[config.mk]
export PLATFORM = sky130hd
export DESIGN_NAME = aux_event_counter
export DESIGN_NICKNAME = d
export VERILOG_FILES = /design/src/rtl/aux_evcnt_pkg.sv /design/src/rtl/aux_evcnt_sync.sv /design/src/rtl/aux_evcnt_filter.sv /design/src/rtl/aux_evcnt_latch.sv /design/src/rtl/aux_evcnt_core.sv /design/src/rtl/aux_event_counter.sv
export SDC_FILE = /design/constraint.sdc
export NUM_CORES = 1
export LEC_CHECK = 0
export ABC_AREA = 1
export BUFFER_PORTS_ARGS = -buffer_cell sky130_fd_sc_hd__buf_2
export CORE_AREA = 8 8 57 95
export CTS_BUF_LIST = sky130_fd_sc_hd__clkbuf_8 sky130_fd_sc_hd__clkbuf_16
export DETAILED_ROUTE_END_ITERATION = 8
export DIE_AREA = 0 0 65 103
export PLACE_DENSITY = 0.79
export SLEW_MARGIN = 15
export SYNTH_ARGS = -nofsm -noshare
export SYNTH_HDL_FRONTEND = slang
export SYNTH_SLANG_ARGS = --single-unit
[constraint.sdc]
create_clock -name clk_i -period 3 [get_ports clk_i]
set_input_delay 0.45 -clock clk_i [delete_from_list [all_inputs] [get_ports clk_i]]
set_output_delay 0.45 -clock clk_i [all_outputs]
set_load 0.02 [all_outputs]
[src/rtl/aux_evcnt_pkg.sv]
package aux_evcnt_pkg;
  typedef enum logic [1:0] {
    EDGE_OFF  = 2'b00,
    EDGE_RISE = 2'b01,
    EDGE_FALL = 2'b10,
    EDGE_BOTH = 2'b11
  } edge_sel_e;

  typedef struct packed {
    logic      src_latch;
    edge_sel_e edge_sel;
  } mode_t;

  typedef struct packed {
    logic rise;
    logic fall;
  } edge_t;
endpackage

[src/rtl/aux_evcnt_sync.sv]
module aux_evcnt_sync #(
  parameter int W      = 1,
  parameter int STAGES = 2
) (
  input  logic         clk_i,
  input  logic         rst_ni,
  input  logic [W-1:0] d_i,
  output logic [W-1:0] q_o
);
  logic [W-1:0] stg_q [STAGES];

  for (genvar g = 0; g < STAGES; g++) begin : g_stg
    if (g == 0) begin : g_first
      always_ff @(posedge clk_i or negedge rst_ni) begin
        if (!rst_ni) stg_q[g] <= '0;
        else         stg_q[g] <= d_i;
      end
    end else begin : g_next
      always_ff @(posedge clk_i or negedge rst_ni) begin
        if (!rst_ni) stg_q[g] <= '0;
        else         stg_q[g] <= stg_q[g-1];
      end
    end
  end

  assign q_o = stg_q[STAGES-1];
endmodule

[src/rtl/aux_evcnt_filter.sv]
module aux_evcnt_filter
  import aux_evcnt_pkg::*;
#(
  parameter int HOLD = 2
) (
  input  logic  clk_i,
  input  logic  rst_ni,
  input  logic  lvl_i,
  output edge_t edge_o
);
  localparam int CW = (HOLD > 1) ? $clog2(HOLD) : 1;

  logic [CW-1:0] run_q;
  logic          lvl_q, prev_q;

  // a new level must be seen HOLD clocks in a row before it is taken
  always_ff @(posedge clk_i or negedge rst_ni) begin
    if (!rst_ni) begin
      run_q  <= '0;
      lvl_q  <= 1'b0;
      prev_q <= 1'b0;
    end else begin
      prev_q <= lvl_q;
      if (lvl_i != lvl_q) begin
        if (run_q == CW'(HOLD - 1)) begin
          lvl_q <= lvl_i;
          run_q <= '0;
        end else begin
          run_q <= run_q + 1'b1;
        end
      end else begin
        run_q <= '0;
      end
    end
  end

  assign edge_o.rise = lvl_q & ~prev_q;
  assign edge_o.fall = ~lvl_q & prev_q;

  assert_filter_hold_R2: assert property (@(posedge clk_i) disable iff (!rst_ni)
    (lvl_q != $past(lvl_q)) |-> ($past(lvl_i) == lvl_q));
endmodule

[src/rtl/aux_evcnt_latch.sv]
module aux_evcnt_latch
  import aux_evcnt_pkg::*;
(
  input  logic  clk_i,
  input  logic  rst_ni,
  input  logic  hw_tgl_i,
  input  logic  wr_i,
  input  logic  wr_val_i,
  output logic  latch_o,
  output edge_t edge_o
);
  logic  latch_q;
  edge_t edge_q;

  // only hardware toggles produce edge pulses; software writes are silent
  always_ff @(posedge clk_i or negedge rst_ni) begin
    if (!rst_ni) begin
      latch_q <= 1'b0;
      edge_q  <= '0;
    end else if (wr_i) begin
      latch_q <= wr_val_i;
      edge_q  <= '0;
    end else if (hw_tgl_i) begin
      latch_q     <= ~latch_q;
      edge_q.rise <= ~latch_q;
      edge_q.fall <= latch_q;
    end else begin
      edge_q <= '0;
    end
  end

  assign latch_o = latch_q;
  assign edge_o  = edge_q;

  assert_sw_write_silent_R3: assert property (@(posedge clk_i) disable iff (!rst_ni)
    wr_i |=> (edge_o == '0 && latch_o == $past(wr_val_i)));
  assert_hw_toggle_R3: assert property (@(posedge clk_i) disable iff (!rst_ni)
    (hw_tgl_i && !wr_i) |=> (latch_o != $past(latch_o)));
endmodule

[src/rtl/aux_evcnt_core.sv]
module aux_evcnt_core #(
  parameter int W = 16
) (
  input  logic         clk_i,
  input  logic         rst_ni,
  input  logic         evt_i,
  input  logic         down_i,
  input  logic         load_i,
  input  logic [W-1:0] load_val_i,
  output logic [W-1:0] count_o,
  output logic         irq_o
);
  localparam logic [W-1:0] CNT_MAX = '1;

  logic [W-1:0] count_q;
  logic         irq_q;

  always_ff @(posedge clk_i or negedge rst_ni) begin
    if (!rst_ni) begin
      count_q <= '0;
      irq_q   <= 1'b0;
    end else if (load_i) begin
      count_q <= load_val_i;
      irq_q   <= 1'b0;
    end else if (evt_i) begin
      if (down_i) begin
        count_q <= count_q - 1'b1;
        irq_q   <= (count_q == '0);
      end else begin
        count_q <= count_q + 1'b1;
        irq_q   <= (count_q == CNT_MAX);
      end
    end else begin
      irq_q <= 1'b0;
    end
  end

  assign count_o = count_q;
  assign irq_o   = irq_q;

  assert_load_wins_R6: assert property (@(posedge clk_i) disable iff (!rst_ni)
    load_i |=> (count_q == $past(load_val_i)));
  assert_irq_on_wrap_R7: assert property (@(posedge clk_i) disable iff (!rst_ni)
    irq_q |-> ((count_q == '0 && $past(count_q) == CNT_MAX) ||
               (count_q == CNT_MAX && $past(count_q) == '0)));
  assert_irq_single_R7: assert property (@(posedge clk_i) disable iff (!rst_ni)
    irq_q |=> (!irq_q || $past(evt_i)));
  assert_up_step_R5: assert property (@(posedge clk_i) disable iff (!rst_ni)
    (evt_i && !load_i && !down_i) |=> (count_q == W'($past(count_q) + 1'b1)));
  assert_down_step_R5: assert property (@(posedge clk_i) disable iff (!rst_ni)
    (evt_i && !load_i && down_i) |=> (count_q == W'($past(count_q) - 1'b1)));
endmodule

[src/rtl/aux_event_counter.sv]
module aux_event_counter
  import aux_evcnt_pkg::*;
#(
  parameter int CNT_W       = 16,
  parameter int SYNC_STAGES = 2,
  parameter int HOLD_CYC    = 2
) (
  input  logic             clk_i,
  input  logic             rst_ni,
  input  logic [2:0]       mode_i,
  input  logic             run_i,
  input  logic             ud_i,
  input  logic             ext_dir_en_i,
  input  logic             cnt_pin_i,
  input  logic             dir_pin_i,
  input  logic             tgl_hw_i,
  input  logic             tgl_wr_i,
  input  logic             tgl_wr_val_i,
  input  logic             load_i,
  input  logic [CNT_W-1:0] load_val_i,
  output logic             tgl_latch_o,
  output logic [CNT_W-1:0] count_o,
  output logic             irq_o
);
  mode_t      mode;
  logic [1:0] pins_s;
  edge_t      pin_edge, lat_edge, src_edge;
  logic       hit, evt, down;

  assign mode = mode_t'(mode_i);

  aux_evcnt_sync #(.W(2), .STAGES(SYNC_STAGES)) i_sync (
    .clk_i (clk_i),
    .rst_ni(rst_ni),
    .d_i   ({dir_pin_i, cnt_pin_i}),
    .q_o   (pins_s)
  );

  aux_evcnt_filter #(.HOLD(HOLD_CYC)) i_filter (
    .clk_i (clk_i),
    .rst_ni(rst_ni),
    .lvl_i (pins_s[0]),
    .edge_o(pin_edge)
  );

  aux_evcnt_latch i_latch (
    .clk_i   (clk_i),
    .rst_ni  (rst_ni),
    .hw_tgl_i(tgl_hw_i),
    .wr_i    (tgl_wr_i),
    .wr_val_i(tgl_wr_val_i),
    .latch_o (tgl_latch_o),
    .edge_o  (lat_edge)
  );

  assign src_edge = mode.src_latch ? lat_edge : pin_edge;

  always_comb begin
    unique case (mode.edge_sel)
      EDGE_RISE: hit = src_edge.rise;
      EDGE_FALL: hit = src_edge.fall;
      EDGE_BOTH: hit = src_edge.rise | src_edge.fall;
      default:   hit = 1'b0;
    endcase
  end

  assign evt  = run_i & hit;
  assign down = ud_i ^ (ext_dir_en_i & pins_s[1]);

  aux_evcnt_core #(.W(CNT_W)) i_core (
    .clk_i     (clk_i),
    .rst_ni    (rst_ni),
    .evt_i     (evt),
    .down_i    (down),
    .load_i    (load_i),
    .load_val_i(load_val_i),
    .count_o   (count_o),
    .irq_o     (irq_o)
  );

  assert_mode_off_R1: assert property (@(posedge clk_i) disable iff (!rst_ni)
    (mode_i[1:0] == 2'b00 && !load_i) |=> $stable(count_o));
  assert_run_gate_R4: assert property (@(posedge clk_i) disable iff (!rst_ni)
    (!run_i && !load_i) |=> $stable(count_o));
  assert_no_irq_idle_R7: assert property (@(posedge clk_i) disable iff (!rst_ni)
    (!evt || load_i) |=> !irq_o);
endmodule

==> impl_metrics.csv <==
group,metric,value,unit
synth,synth_compound_area_frac,0.04129,
pwr,powerDensity,556.8,nW/µm²
sta,fmax,409.2,MHz
placed_design,io_buffer_count,47,
setup_path,crit_required,3.18,ns
setup_path,end_kind,"register",
layout,regArea,675.6,µm²
pwr,p_leak,1.509,nW
global_routing,gr-usage-all-layers,0.1828,
clocking,h-tree-depth,1,
synth,syn_area_per_cell,6.564,µm²
run_status,outcome,"finished, final reports clean",
clocking,cts_root_buffer,"clkbuf_8",
sta,setup_viol,0,
pwr,comb_power_share,0.490,
die,initial_core_util,0.5432,
global_routing,grt_start_max_net_pins,28,
layout,n_fill_cell,423,
pwr,p_clk_frac,0.152,
sta,min_period,2.444,ns
pwr,ir_worst_vdd,0.3591,mV
die,rows,31,
setup_path,worstPathArrival,2.62,ns
clocking,cts-hold-fix-buffers,0,
pwr,intPower,0.0007733,W
setup_path,path_class,"register to register",
pwr,swShare,0.4507,
synth,synth_top_flop_cell,"dfrtp_1",
clocking,clk_path_buf_depth,2,
synth,post-synth-top-area-cell,"dfrtp_1",
die,coreArea,4073,µm²
sta,rsz0062_at_grt,"no",
setup_path,worstSetupStartpointType,"register",
sta,tightest_slew,0.6270,ns
sta,finalSetupTns,0,ns
layout,layout.nets,433,
drt,drc_errors,0,
clocking,cts_setup_buffers,0,
clocking,cts.clk_slew.worst_paths,0.09,ns
synth,synthArstFlopShare,1.000,
pwr,pwr-share-seq,0.358,
synth,yosysSeqAreaShare,0.3054,
setup_path,cp_max_fo,17,
clocking,ctsResizeCount,0,
global_routing,grt_pass1_vias,2328,
synth,synth_top_family_by_area,"simple AND/OR/NAND/NOR gates",
drt,wl_met2,2998,µm
drt,vias,2247,
synth,synth.area.top_cells,"dfrtp_1 31%, nand2_1 23%, ha_1 9.0%, inv_1 8.8%, nand3_1 7.9%",
layout,drive_gt1_frac,0.1584,
drt,dr.max_layer_used,"met4",
synth,syn-num-nets,384,
global_routing,grt_overflow,0,
drt,initialDrtViolationCount,90,
clocking,clock-sinks,27,
drt,wl_per_cell,13.11,µm
synth,synth_cell_types,27,
drt,wl_met3,260,µm
clocking,cts_tree,"yes",
synth,yosys.area_share.simple,0.4214,
placed_design,gp_congestion,0.8538,
placed_design,post-place-ws,0.3860,ns
synth,synth_enable_flop_cells,0,
sta,relSlewSlack,0.5820,
drt,vias_per_cell,5.177,
die,boundaryPins,48,
sta,final-hold-violation-count,0,
die,die_x,65,µm
layout,area_growth,14.31,%
drt,antenna_left,0,
global_routing,antenna_found_initial,0,
drt,wl_met1,2277,µm
drt,routed_wl,5688,µm
placed_design,hpwl,4567,µm
sta,maxSlewViolCount,0,
sta,period_share,0.8145,
synth,syn_area,2212,µm²
hold_path,hp-class,"primary input to async pin",
synth,synth_xor_area_frac,0.02771,
global_routing,grt_pass1_wl,9873,µm
job,maxCapViolCount,0,
layout,antennaDiodeCount,0,
synth,netlist.area_leader.share,0.3054,
synth,synthAdderAreaFrac,0.09955,
synth,synthMuxAreaShare,0,
drt,drt_pass1_iterations,4,
sta,timing.final.ws_setup,0.5565,ns
sta,skew,0.002363,ns
die,die_height,103,µm
die,dieArea,6695,µm²
layout,multiInputGateArea,1305,µm²
synth,ys_warn_count,0,
clocking,clk_latency,0.28,ns
clocking,cts_inserted_buffers,3,
synth,synth-seq-cells,27,
pwr,switchingPower,0.0006346,W
synth,synthesis.instances,337,
stage by stage:
stage,power (W),cells,cell area (µm²),util,hold slack (ns)
2_1_floorplan,0.001011,337,2212,-,0.1544
3_3_place_gp,0.001187,430,2480,0.6089,0.3389
3_5_place_dp,0.001201,430,2480,0.6089,0.3418
4_1_cts,0.001423,434,2529,0.6209,0.1865
5_1_grt,0.001538,434,2529,0.6209,0.2265
6_report,0.001408,434,2529,0.6209,0.1759
cells in the final DEF, fill, tap and decap left out:
cell        netlist  layout
nand3_1          35      35
o21bai_2          1       1
dfrtp_1          27      27
nand4_1           7       7
a21boi_0          1       1
o21ai_0           5       5
nor3_1            3       3
xnor2_1           2       2
clkinvlp_4        0       1
nand2_4           1       1
nor2_1           20      20
nand2_2           1       1
buf_2             0      47
clkbuf_8          1       3
a21oi_1           8       8
ha_1             16      16
nand2_1         135     135
a21o_1            1       1
fa_1              1       1
inv_2             2       2
nor4_1            2       2
nor2_8            1       1
xor2_1            5       5
or2_2             1       1
nand3_2           3       3
nand3b_1          4       4
inv_1            52      52
flip-flops by register name, indices dropped and copies added, names as in the netlist:
name / flops
i_core.irq_o: 1
i_latch.latch_o: 1
i_core.count_o: 16
i_filter.prev_q: 1
i_filter.run_q: 1
i_latch.edge_o: 2
i_filter.lvl_q: 1
i_sync.q_o: 2
i_sync.stg_q: 2
cells by family after synthesis:
kind of cell,count (synthesis)
buffers and inverters,57
XOR/XNOR,7
adder cells (fa/ha/maj),17
AO/OA/AOI/OAI,16
flip-flops,27
AND/OR/NAND/NOR,213
worst max-delay path, stage by stage, from the launching register on:
cell	delay, ns
dfrtp_1	0.39
nand3_1	0.11
nand2_1	0.13
inv_1	0.48
ha_1	0.39
or2_2	0.31
nand3_1	0.09
nand2_1	0.11
nand2_1	0.11
nand3_1	0.08
nand3_1	0.09
nand2_1	0.05
Yosys cell counts, types with 2 or more instances:
cell / number
nor4_1: 2
xnor2_1: 2
inv_1: 52
xor2_1: 5
ha_1: 16
nand3b_1: 4
nand3_2: 3
o21ai_0: 5
nor3_1: 3
a21oi_1: 8
nand4_1: 7
nand3_1: 35
nor2_1: 20
nand2_1: 135
inv_2: 2
dfrtp_1: 27
final timing paths:
path / to / startpoint / depth (start not counted) / slack (ns)
max: i_core.count_o[15]$_DFFE_PN0P_ / i_sync.q_o[1]$_DFF_PN0_ / 11 / 0.56
max in group asynchronous: i_latch.edge_o[1]$_DFF_PN0_ / rst_ni / 1 / 2.42
min in group clk_i: i_sync.stg_q[3]$_DFF_PN0_ / dir_pin_i / 1 / 0.27
min: i_sync.stg_q[2]$_DFF_PN0_ / rst_ni / 1 / 0.18
min reg2reg: i_sync.q_o[1]$_DFF_PN0_ / i_sync.stg_q[3]$_DFF_PN0_ / 0 / 0.36
max reg2reg: i_core.count_o[15]$_DFFE_PN0P_ / i_sync.q_o[1]$_DFF_PN0_ / 11 / 0.56
metal layers:
metal / vias to the layer above / global-route usage
met3: 11 / 0.03047
met4: 0 / 0.08277
met2: 57 / 0.3438
li1: 1151 / -
met1: 1028 / 0.1905
met5: - / 0
layout make-up:
class                      instances  share of cell area
timing repair buffer              47             0.09302
tap                               49             0.02425
multi-input combinational        253              0.5161
sequential                        27              0.2672
inverter                          54             0.08016
clock inverter                     1            0.002969
clock buffer                       3             0.01633
power groups by stage:
| stage | Sequential (W) | Clock [W] | Combinational (W) |
|---|---|---|---|
| 2_1_floorplan | 0.000542 | 0 | 0.000470 |
| 3_3_place_gp | 0.000510 | 0 | 0.000677 |
| 3_5_place_dp | 0.000510 | 0 | 0.000691 |
| 4_1_cts | 0.000504 | 0.000226 | 0.000694 |
| 5_1_grt | 0.000516 | 0.000234 | 0.000789 |
| 6_report | 0.000504 | 0.000214 | 0.000690 |
(Power assumes the default switching activity.)
